==> config.mk <==
export PLATFORM = sky130hd
export DESIGN_NAME = smbh_regs
export DESIGN_NICKNAME = d
export VERILOG_FILES = /design/src/rtl/smbh_pkg.sv /design/src/rtl/smbh_ctrl.sv /design/src/rtl/smbh_dpath.sv /design/src/rtl/smbh_regs.sv
export SDC_FILE = /design/constraint.sdc
export NUM_CORES = 1
export LEC_CHECK = 0
export BUFFER_PORTS_ARGS = -buffer_cell sky130_fd_sc_hd__buf_2
export CELL_PAD_IN_SITES_DETAIL_PLACEMENT = 1
export CELL_PAD_IN_SITES_GLOBAL_PLACEMENT = 2
export CORE_ASPECT_RATIO = 0.8
export CORE_MARGIN = 3
export CORE_UTILIZATION = 39
export DETAILED_ROUTE_END_ITERATION = 7
export GPL_TIMING_DRIVEN = 0
export PLACE_DENSITY = 0.82
export SETUP_SLACK_MARGIN = 0.4
export SLEW_MARGIN = 20
export SYNTH_ARGS = -nofsm -noshare
export SYNTH_HDL_FRONTEND = slang
export SYNTH_SLANG_ARGS = --single-unit
==> constraint.sdc <==
create_clock -name clk -period 2.41 [get_ports clk]
set_input_delay 0.1205 -clock clk [delete_from_list [all_inputs] [get_ports clk]]
set_output_delay 0.1205 -clock clk [all_outputs]
set_load 0.01 [all_outputs]
==> src/rtl/smbh_pkg.sv <==
package smbh_pkg;
  localparam logic [3:0] A_STS  = 4'd0;
  localparam logic [3:0] A_CTL  = 4'd2;
  localparam logic [3:0] A_CMD  = 4'd3;
  localparam logic [3:0] A_ADR  = 4'd4;
  localparam logic [3:0] A_D0   = 4'd5;
  localparam logic [3:0] A_D1   = 4'd6;
  localparam logic [3:0] A_BLK  = 4'd7;
  localparam logic [3:0] A_PEC  = 4'd8;
  localparam logic [3:0] A_AUXS = 4'd12;
  localparam logic [3:0] A_AUXC = 4'd13;

  // strobes from control to datapath
  typedef struct packed {
    logic wrCmd;
    logic wrAdr;
    logic wrD0;
    logic wrD1;
    logic wrPec;
    logic wrAuxC;
    logic wrAuxS;
    logic wrBlk;
    logic rdBlk;
    logic rdCtl;
  } strobes_t;
endpackage

==> src/rtl/smbh_ctrl.sv <==
module smbh_ctrl
  import smbh_pkg::*;
(
  input  logic       clk,
  input  logic       rstN,
  input  logic       wrEn,
  input  logic       rdEn,
  input  logic [3:0] addr,
  input  logic [7:0] wrData,
  input  logic       alertIn,
  input  logic       engDone,
  input  logic       engDevErr,
  input  logic       engBusErr,
  input  logic       engByteDone,
  output strobes_t   strb,
  output logic [7:0] stsByte,
  output logic [7:0] ctlByte,
  output logic       engStart,
  output logic       engKill
);
  logic busy, intr, devErr, busErr, failed, alert, inUse, byteDone;
  logic [7:0] ctlReg;
  logic wrSts, wrCtl, idleWr, startReq, killReq, doneOk;

  assign wrSts    = wrEn && addr == A_STS;
  assign wrCtl    = wrEn && addr == A_CTL;
  assign idleWr   = wrEn && !busy;
  assign startReq = wrCtl && wrData[6] && !busy;
  assign killReq  = wrCtl && wrData[1] && busy;
  assign doneOk   = engDone && busy;

  always_comb begin
    strb        = '0;
    strb.wrCmd  = idleWr && addr == A_CMD;
    strb.wrAdr  = idleWr && addr == A_ADR;
    strb.wrD0   = idleWr && addr == A_D0;
    strb.wrD1   = idleWr && addr == A_D1;
    strb.wrPec  = idleWr && addr == A_PEC;
    strb.wrAuxC = idleWr && addr == A_AUXC;
    strb.wrAuxS = wrEn && addr == A_AUXS;
    strb.wrBlk  = wrEn && addr == A_BLK;
    strb.rdBlk  = rdEn && addr == A_BLK;
    strb.rdCtl  = rdEn && addr == A_CTL;
  end

  always_ff @(posedge clk) begin
    if (!rstN) begin
      busy <= 1'b0; intr <= 1'b0; devErr <= 1'b0; busErr <= 1'b0;
      failed <= 1'b0; alert <= 1'b0; inUse <= 1'b0; byteDone <= 1'b0;
      ctlReg <= '0; engStart <= 1'b0; engKill <= 1'b0;
    end else begin
      engStart <= startReq;
      engKill  <= killReq;
      if (wrCtl && !busy) ctlReg <= {wrData[7], 1'b0, wrData[5:2], 2'b00};
      // clears first, sets afterwards so a same-cycle event is kept
      if (wrSts) begin
        if (wrData[7]) byteDone <= 1'b0;
        if (wrData[6]) inUse    <= 1'b0;
        if (wrData[5]) alert    <= 1'b0;
        if (wrData[4]) failed   <= 1'b0;
        if (wrData[3]) busErr   <= 1'b0;
        if (wrData[2]) devErr   <= 1'b0;
        if (wrData[1]) intr     <= 1'b0;
      end
      if (rdEn && addr == A_STS) inUse <= 1'b1;
      if (alertIn) alert <= 1'b1;
      if (engByteDone && busy) byteDone <= 1'b1;
      if (killReq) begin
        busy   <= 1'b0;
        failed <= 1'b1;
      end else if (doneOk) begin
        busy <= 1'b0;
        if (engDevErr) devErr <= 1'b1;
        if (engBusErr) busErr <= 1'b1;
        if (!engDevErr && !engBusErr) intr <= 1'b1;
      end else if (startReq) begin
        busy <= 1'b1;
      end
    end
  end

  assign stsByte = {byteDone, inUse, alert, failed, busErr, devErr, intr, busy};
  assign ctlByte = ctlReg;

  p_start_busy_r3: assert property (@(posedge clk) disable iff (!rstN)
    engStart |-> busy);
  p_kill_fails_r6: assert property (@(posedge clk) disable iff (!rstN)
    engKill |-> (!busy && failed));
  p_intr_clean_r4: assert property (@(posedge clk) disable iff (!rstN)
    $rose(intr) |-> $past(engDone && !engDevErr && !engBusErr));
  p_ctl_locked_r7: assert property (@(posedge clk) disable iff (!rstN)
    (busy && $past(busy)) |-> $stable(ctlReg));
endmodule

==> src/rtl/smbh_dpath.sv <==
module smbh_dpath
  import smbh_pkg::*;
#(
  parameter int BUF_DEPTH   = 32,
  parameter int DATA_W      = 8,
  parameter bit BUF_MODE_EN = 1'b1,
  localparam int IDX_W      = $clog2(BUF_DEPTH)
) (
  input  logic              clk,
  input  logic              rstN,
  input  strobes_t          strb,
  input  logic [3:0]        addr,
  input  logic [DATA_W-1:0] wrData,
  input  logic [DATA_W-1:0] stsByte,
  input  logic [DATA_W-1:0] ctlByte,
  input  logic              engPecErr,
  input  logic              engBufWr,
  input  logic [IDX_W-1:0]  engBufIdx,
  input  logic [DATA_W-1:0] engBufWdata,
  output logic [DATA_W-1:0] engBufRdata,
  output logic [DATA_W-1:0] rdData,
  output logic [DATA_W-1:0] cmdReg,
  output logic [DATA_W-1:0] adrReg,
  output logic [DATA_W-1:0] d0Reg,
  output logic [DATA_W-1:0] d1Reg,
  output logic [DATA_W-1:0] pecReg,
  output logic              crcEn
);
  localparam logic [IDX_W-1:0] IDX_ONE = 1;
  localparam logic [IDX_W-1:0] IDX_MAX = IDX_W'(BUF_DEPTH - 1);

  logic [DATA_W-1:0] blkMem [BUF_DEPTH];
  logic [IDX_W-1:0]  blkIdx, blkPtr;
  logic              bufMode, pecErrSticky;

  generate
    if (BUF_MODE_EN) begin : g_bufmode
      logic modeReg;
      always_ff @(posedge clk) begin
        if (!rstN) modeReg <= 1'b0;
        else if (strb.wrAuxC) modeReg <= wrData[1];
      end
      assign bufMode = modeReg;
    end else begin : g_nobuf
      assign bufMode = 1'b0;
    end
  endgenerate

  assign blkPtr = bufMode ? blkIdx : '0;

  always_ff @(posedge clk) begin
    if (!rstN) begin
      cmdReg <= '0; adrReg <= '0; d0Reg <= '0; d1Reg <= '0; pecReg <= '0;
      crcEn <= 1'b0; pecErrSticky <= 1'b0; blkIdx <= '0;
    end else begin
      if (strb.wrCmd)  cmdReg <= wrData;
      if (strb.wrAdr)  adrReg <= wrData;
      if (strb.wrD0)   d0Reg  <= wrData;
      if (strb.wrD1)   d1Reg  <= wrData;
      if (strb.wrPec)  pecReg <= wrData;
      if (strb.wrAuxC) crcEn  <= wrData[0];
      if (strb.wrAuxS && wrData[0]) pecErrSticky <= 1'b0;
      if (engPecErr) pecErrSticky <= 1'b1;
      if (strb.rdCtl) blkIdx <= '0;
      else if ((strb.wrBlk || strb.rdBlk) && bufMode && blkIdx != IDX_MAX)
        blkIdx <= blkIdx + IDX_ONE;
    end
  end

  // bus write follows the engine write so the CPU wins a same-entry clash
  always_ff @(posedge clk) begin
    if (engBufWr)   blkMem[engBufIdx] <= engBufWdata;
    if (strb.wrBlk) blkMem[blkPtr]    <= wrData;
  end

  assign engBufRdata = blkMem[engBufIdx];

  always_comb begin
    case (addr)
      A_STS:   rdData = stsByte;
      A_CTL:   rdData = ctlByte;
      A_CMD:   rdData = cmdReg;
      A_ADR:   rdData = adrReg;
      A_D0:    rdData = d0Reg;
      A_D1:    rdData = d1Reg;
      A_BLK:   rdData = blkMem[blkPtr];
      A_PEC:   rdData = pecReg;
      A_AUXS:  rdData = {{(DATA_W-1){1'b0}}, pecErrSticky};
      A_AUXC:  rdData = {{(DATA_W-2){1'b0}}, bufMode, crcEn};
      default: rdData = '0;
    endcase
  end

  p_idx_sat_r10: assert property (@(posedge clk) disable iff (!rstN)
    (strb.wrBlk && bufMode && blkIdx == IDX_MAX) |=> blkIdx == IDX_MAX);
  p_rewind_r11: assert property (@(posedge clk) disable iff (!rstN)
    strb.rdCtl |=> blkIdx == '0);
  p_byte_mode_r12: assert property (@(posedge clk) disable iff (!rstN)
    ((strb.wrBlk || strb.rdBlk) && !bufMode) |=> $stable(blkIdx));
endmodule

==> src/rtl/smbh_regs.sv <==
module smbh_regs #(
  parameter int BUF_DEPTH   = 32,
  parameter bit BUF_MODE_EN = 1'b1,
  localparam int IDX_W      = $clog2(BUF_DEPTH)
) (
  input  logic             clk,
  input  logic             rstN,
  input  logic             busWrEn,
  input  logic             busRdEn,
  input  logic [3:0]       busAddr,
  input  logic [7:0]       busWrData,
  output logic [7:0]       busRdData,
  input  logic             alertIn,
  output logic             engStart,
  output logic             engKill,
  output logic [3:0]       engType,
  output logic             engPecEn,
  output logic             engCrcEn,
  output logic [7:0]       engCmd,
  output logic [7:0]       engSlvAdr,
  output logic [7:0]       engData0,
  output logic [7:0]       engData1,
  output logic [7:0]       engPecVal,
  output logic             engHold,
  input  logic             engDone,
  input  logic             engDevErr,
  input  logic             engBusErr,
  input  logic             engByteDone,
  input  logic             engPecErr,
  input  logic             engBufWr,
  input  logic [IDX_W-1:0] engBufIdx,
  input  logic [7:0]       engBufWdata,
  output logic [7:0]       engBufRdata
);
  smbh_pkg::strobes_t strb;
  logic [7:0] stsByte, ctlByte;

  smbh_ctrl ctrl_i (
    .clk(clk), .rstN(rstN), .wrEn(busWrEn), .rdEn(busRdEn), .addr(busAddr),
    .wrData(busWrData), .alertIn(alertIn), .engDone(engDone),
    .engDevErr(engDevErr), .engBusErr(engBusErr), .engByteDone(engByteDone),
    .strb(strb), .stsByte(stsByte), .ctlByte(ctlByte),
    .engStart(engStart), .engKill(engKill)
  );

  smbh_dpath #(.BUF_DEPTH(BUF_DEPTH), .DATA_W(8), .BUF_MODE_EN(BUF_MODE_EN)) dpath_i (
    .clk(clk), .rstN(rstN), .strb(strb), .addr(busAddr), .wrData(busWrData),
    .stsByte(stsByte), .ctlByte(ctlByte), .engPecErr(engPecErr),
    .engBufWr(engBufWr), .engBufIdx(engBufIdx), .engBufWdata(engBufWdata),
    .engBufRdata(engBufRdata), .rdData(busRdData), .cmdReg(engCmd),
    .adrReg(engSlvAdr), .d0Reg(engData0), .d1Reg(engData1),
    .pecReg(engPecVal), .crcEn(engCrcEn)
  );

  assign engType  = ctlByte[5:2];
  assign engPecEn = ctlByte[7];
  assign engHold  = stsByte[7];
endmodule

=== Yosys cells after proc, flatten, opt, wreduce, memory -nomap -nowiden ===
Memory sizes are Yosys's and may differ from the RTL's.
Index checks and enable logic that the tools add are counted.

* Register bits: 63
* Memory bits (writable): 256
* Input port bits: 36
* Word-level logic and storage cells: 113
* Memories kept: 1

* $add $sub $neg: 1
* Equal/unequal tests: 10
* Multiplexer cells: 35
* Bitwise gates (word level): 1
* Reduce and logical (&&, ||, !) cells: 45

{| class="wikitable"
|+ Memories
! memory !! words !! width !! read ports !! clocked after memory_dff !! wr ports !! RTL line !! source
|-
| dpath_i.blkMem || 32 || 8 || 2 || 0 || 2 || smbh_dpath.sv:32 || <nowiki>logic [DATA_W-1:0] blkMem [BUF_DEPTH];</nowiki>
|}

{| class="wikitable"
|+ Operator list
! kind !! number
|-
| case mux 8 bit (10 select lines) || 1
|-
| two-way mux 1 bit || 33
|-
| logical AND 1 bit || 25
|-
| nonzero test 2 bit || 9
|-
| == test 4 x 3 -> 1 bit (second input constant) || 4
|-
| == test 4 bit (second input constant) || 3
|-
| == test 4 x 2 -> 1 bit (second input constant) || 2
|-
| AND reduction 2 bit || 4
|-
| adder 5 x 1 -> 5 bit (second input constant) || 1
|-
| two-way mux 5 bit || 1
|-
| != test 5 bit (second input constant) || 1
|-
| logical NOT 4 bit || 1
|-
| logical NOT 1 bit || 3
|-
| OR reduction 3 bit || 1
|-
| OR reduction 2 bit || 1
|-
| logical OR 1 bit || 1
|-
| NOT 1 bit || 1
|}

=== Logic depth before layout (Yosys ltp) ===
* Depth in word-level cells: 6
* Mapped depth: 10
* Mapped depth without buffers: 7

=== By module ===
A second synthesis with hierarchy kept.

* Cells, all modules: 1,514
* Area total of the unflattened synthesis: 19,155.9 um^2

{| class="wikitable"
|+ Modules (own cells, without submodules)
! module !! times used !! cells each !! area each (um^2) !! sequential area each (um^2)
|-
| smbh_dpath || 1 || 1,411 || 18,286.3 || 8,648.3
|-
| smbh_ctrl || 1 || 103 || 869.6 || 300.3
|}

=== Least setup slack after synthesis ===
OpenSTA, ideal clock, no wires.

* Path type: in2reg
* Start point: in engBufIdx[0]
* End point: mem dpath_i.blkMem[17][0] (enable)
* Library setup time: 0.384 ns
* Arrival time: 1.952 ns
* Data required time: 2.026 ns
* Path slack: 0.074 ns
* Stages: 6
* Cell sequence: clkbuf_1 > buf_2 > buf_2 > buf_2 > nand3b_1 > o21ai_0

{| class="wikitable"
|+ RTL lines
! element !! RTL line !! source
|-
| start: declaration || smbh_regs.sv:31 || <nowiki>input logic [IDX_W-1:0] engBufIdx,</nowiki>
|-
| end: declaration || smbh_dpath.sv:32 ||
|}

=== Worst setup path after layout ===
* Start point: reg dpath_i.blkIdx[0]
* End point: out busRdData[1]

* Longest elaborated chain between the ends: 3

{| class="wikitable"
|+ Ends and longest elaborated chain
! element !! RTL line !! source
|-
| start: declaration || smbh_dpath.sv:33 || <nowiki>logic [IDX_W-1:0] blkIdx, blkPtr;</nowiki>
|-
| start signal: assignment || smbh_dpath.sv:66 || <nowiki>blkIdx <= blkIdx + IDX_ONE;</nowiki>
|-
| two-way mux 5 bit || smbh_dpath.sv:49 || <nowiki>assign blkPtr = bufMode ? blkIdx : '0;</nowiki>
|-
| memory read (32 x 8 bit) || -- ||
|-
| case mux 8 bit (10 select lines) || smbh_dpath.sv:79 || <nowiki>case (addr)</nowiki>
|-
| end: declaration || smbh_regs.sv:12 || <nowiki>output logic [7:0] busRdData,</nowiki>
|}

No other way between the ends.

==> flow_metrics.py <==
metrics = {
    "status": {
        "outcome": "complete, but fails checks",
        "violations_in_the_final_reports": "setup timing",
    },
    "logic_synthesis": {
        "synth_xor_area_share_pct": 0.142,
        "synth_compound_area_share_pct": 10.6,
        "synth_simple_gate_area_share_pct": 8.74,
        "post-synth-top-area-cell": "sky130_fd_sc_hd__edfxtp_1",
        "synthAdderAreaFrac_pct": 0.136,
        "yosysMostFrequentCell": "sky130_fd_sc_hd__edfxtp_1",
        "sequential_cell_area_fraction_in_the_yosys_report_pct": 48.5,
        "synth.yosys.warnings": 0,
        "yosysTopAreaCellShare_pct": 41.6,
        "syn_area_sq_mm": 0.0185,
        "post_synth_most_frequent_cells": "sky130_fd_sc_hd__edfxtp_1, sky130_fd_sc_hd__mux2_2, sky130_fd_sc_hd__nand2_1, sky130_fd_sc_hd__clkbuf_1, sky130_fd_sc_hd__mux4_2",
        "synth-edff-count": 256,
        "mappedNetlistNets": 1517,
        "avgSynthCellArea_sq_um": 12.5,
        "yosys.cell_types.count": 75,
        "postSynthCellCount": 1479,
        "ys_ff_latch": 319,
        "dominantRegCellSynth": "sky130_fd_sc_hd__edfxtp_1",
        "asr_flop_ratio_synth_pct": 0,
        "netlist_top_cells_area": "sky130_fd_sc_hd__edfxtp_1, sky130_fd_sc_hd__mux2_2, sky130_fd_sc_hd__mux4_2",
        "dominant_combinational_cell_family_by_area_after_synthesis": "multiplexers",
        "yosys-mux-area-fraction_pct": 28.4,
    },
    "placement": {
        "port-buffer-count": 91,
        "dpl.hpwl_um": 71500,
        "placement.cell_area_sq_mm": 0.0198,
        "gp_congestion": 1.03,
        "placedCellCount": 2184,
    },
    "floorplan": {
        "io_pins": 101,
        "die-width_um": 249,
        "area_of_the_die_sq_mm": 0.0500,
        "die_y_um": 201,
        "core_area_sq_mm": 0.0462,
        "row_count": 70,
        "effective_utilization_at_floorplan_pct": 39.9,
    },
    "setup_path": {
        "worstPathCellList": "buf_12, buf_12, clkinvlp_4, buf_12, clkbuf_16, o2bb2ai_4, a221oi_4, nor4_4, o211ai_1, nand3_1, buf_2",
        "max_stage_delay_ns": 0.44,
        "crit_path_start": "dpath_i.blkIdx[0]$_SDFFE_PP0P_",
        "critPathMaxFanout": 8,
        "worst_reg_to_reg_setup_slack_ns": -0.22,
        "cp-endpoint": "busRdData[1]",
        "critical_path.most_common_cell": "sky130_fd_sc_hd__buf_12",
        "critical_path.endpoint_type": "primary output",
        "r2r.worst_path.cells": 6,
        "cp_depth": 11,
        "cp.arrival_ns": 2.95,
        "r2r-end": "dpath_i.blkMem[13][6]$_DFFE_PP_",
        "required_ns": 2.29,
        "crit_buf_inv": 6,
        "timing.critical_path.slowest_stage_cell": "sky130_fd_sc_hd__nor4_4",
        "critical_path.reg2reg.startpoint": "dpath_i.bufMode$_SDFFE_PN0P_",
        "setup.worst_path.start_class": "register",
        "critPathKind": "register to primary output",
        "critical-path-top-delay-family": "buffers and inverters",
    },
    "global_route": {
        "grt_max_degree": 15,
        "grt.total_usage_pct": 39.8,
        "grt_antenna_before_repair": 11,
        "number_of_global_route_vias_before_repair": 16548,
        "grt_pass1_wl_um": 138000,
        "grt_overflow": 0,
    },
    "layout": {
        "drive_gt1_share_pct": 47.1,
        "finalInstanceArea_sq_mm": 0.0243,
        "layout-area-overhead-vs-synth_pct": 31.5,
        "filler_cell_count": 4600,
        "num-nets-final": 1784,
        "stdcell_count": 2390,
        "postLayoutCoreUtil_pct": 52.5,
    },
    "clocking": {
        "ctsRootBufferMaster": "sky130_fd_sc_hd__clkbuf_16",
        "numClockSinks": 319,
        "cts_buffer_depth": 3,
        "clkSlewWorstSetupHoldPaths_ns": 0.06,
        "cts_buffers": 37,
        "htreeDepth": 2,
        "tritoncts_clock_tree": "done",
        "clock_latency_ns": 0.57,
    },
    "sta": {
        "fin_tns_setup_ns": -14.37,
        "timing_hold_violations_final": 0,
        "maxSlewHeadroom_pct": 18.1,
        "layout_min_cycle_time_ns": 3.07,
        "slew_violations": 0,
        "final-setup-viol-count": 91,
        "finalClockSkew_ns": 0.0268,
        "minimum_setup_slack_in_the_final_design_ns": -0.658,
        "period_utilization_pct": 127,
        "rsz0062_at_grt": "yes",
        "max_freq_mhz": 326,
        "timing_worst_slew_pin_value_ns": 1.23,
    },
    "drt": {
        "drt_initial_violations": 2849,
        "viasPerCell": 7.07,
        "detailroute.via_count": 16897,
        "postRouteWirelength_um": 103000,
        "drt.antenna.violating_nets": 0,
        "post_drt_wl_per_cell_um": 43.1,
        "drt-pass1-iter-count": 6,
        "drc": 0,
    },
    "power_and_ir_drop": {
        "total_leakage_power_nw": 8.13,
        "power.total_mw": 13.4,
        "ir_drop_mv": 0.546,
        "cellPowerDensity_mw_per_mm2": 550,
    },
    "hold_path": {
        "kind_of_path_behind_the_tightest_hold_check": "primary input to register",
        "hold_path.startpoint": "busWrData[1]",
    },
    "job": {
        "max_cap_viols": 0,
    },
}
## worst min path at each step
stage / endpoint / slack, ns / cells past startpoint
global placement: ctrl_i.alert$_SDFFE_PN0P_ / 0.34 / 3
global route: ctrl_i.engKill$_SDFF_PN0_ / 0.11 / 3
CTS: ctrl_i.engKill$_SDFF_PN0_ / 0.06 / 3
finish: ctrl_i.engKill$_SDFF_PN0_ / 0.09 / 3
detailed placement: ctrl_i.alert$_SDFFE_PN0P_ / 0.34 / 3
floorplan: ctrl_i.busy$_SDFFE_PP0P_ / 0.23 / 2
## what timing repair did
item	CTS	global route
cloned	6	1
resized for setup	362	78
hold buffers	16	0
pin swaps	55	35
hold endpoints to repair	24	0
buffers inserted	90	23
setup endpoints to repair	550	551
## cell usage in the layout (no fill, tap or decap), types with 26 or more instances in the layout
cell / n
sky130_fd_sc_hd__a21oi_1: 64
sky130_fd_sc_hd__a22oi_1: 35
sky130_fd_sc_hd__buf_12: 32
sky130_fd_sc_hd__buf_2: 93
sky130_fd_sc_hd__buf_4: 89
sky130_fd_sc_hd__buf_6: 26
sky130_fd_sc_hd__clkbuf_1: 87
sky130_fd_sc_hd__clkbuf_16: 41
sky130_fd_sc_hd__dfxtp_1: 59
sky130_fd_sc_hd__edfxtp_1: 256
sky130_fd_sc_hd__mux2_1: 32
sky130_fd_sc_hd__mux2_2: 235
sky130_fd_sc_hd__mux2i_1: 51
sky130_fd_sc_hd__mux4_2: 74
sky130_fd_sc_hd__nand2_1: 77
sky130_fd_sc_hd__nand3_1: 45
sky130_fd_sc_hd__nor2_1: 55
## metrics by stage
stage | setup WS, ns | hold WS [ns]
2_1_floorplan | 0.226 | 0.234
3_3_place_gp | -1.81 | 0.338
3_5_place_dp | -1.69 | 0.342
4_1_cts | -0.573 | 0.0622
5_1_grt | -0.662 | 0.108
6_report | -0.658 | 0.0854
## worst reg2reg max path, cell delays in order, from the launching register on
cell                      delay (ns)
sky130_fd_sc_hd__dfxtp_4        0.39
sky130_fd_sc_hd__buf_4          0.13
sky130_fd_sc_hd__nand2_1        0.42
sky130_fd_sc_hd__or3_1          0.53
sky130_fd_sc_hd__buf_4          0.27
sky130_fd_sc_hd__nor2_8         0.27
sky130_fd_sc_hd__mux2_1         0.38
## cell type report
class	count	area [sq um]	share of cell area, %
repair buffers	225	1840	7.57
inverters	5	28.8	0.119
clock buffers	44	962	3.96
clock inverters	21	238	0.979
flip-flops and latches	319	8960	36.9
plain buffers	145	1170	4.84
diodes	6	15.0	0.0619
multi-input cells	1013	10300	42.4
well taps	612	766	3.15
## power by group
part           internal (mW)  switching [mW]
Sequential              6.00          0.0514
Clock                   3.40            2.54
Combinational          0.462           0.907
Total                   9.86            3.50
## flip-flops by register name (all words and copies together), names as in the netlist, 5 cells and up
signal / cells
dpath_i.pecReg: 8
dpath_i.d1Reg: 8
dpath_i.blkIdx: 5
ctrl_i.ctlByte: 5
dpath_i.adrReg: 8
dpath_i.cmdReg: 8
dpath_i.blkMem: 256
dpath_i.d0Reg: 8
## per-layer routing
| metal | global-route usage, % | vias up | routed length (um) |
|---|---|---|---|
| li1 | - | 6378 | - |
| met1 | 54.1 | 8792 | 39500 |
| met2 | 54.0 | 1410 | 41400 |
| met3 | 17.2 | 313 | 16200 |
| met4 | 19.0 | 4 | 5900 |
| met5 | 0 | - | 27 |
## kinds of logic (layout without fill, tap and decap cells)
family | count (synthesis) | count (layout)
mux | 398 | 398
buf+inv | 151 | 440
other cells | 0 | 6
flops | 319 | 319
simple gates | 314 | 318
xor+xnor | 3 | 3
fa+ha+maj | 2 | 2
compound gates | 292 | 292
Note: power is estimated with default switching activity, not from simulation.
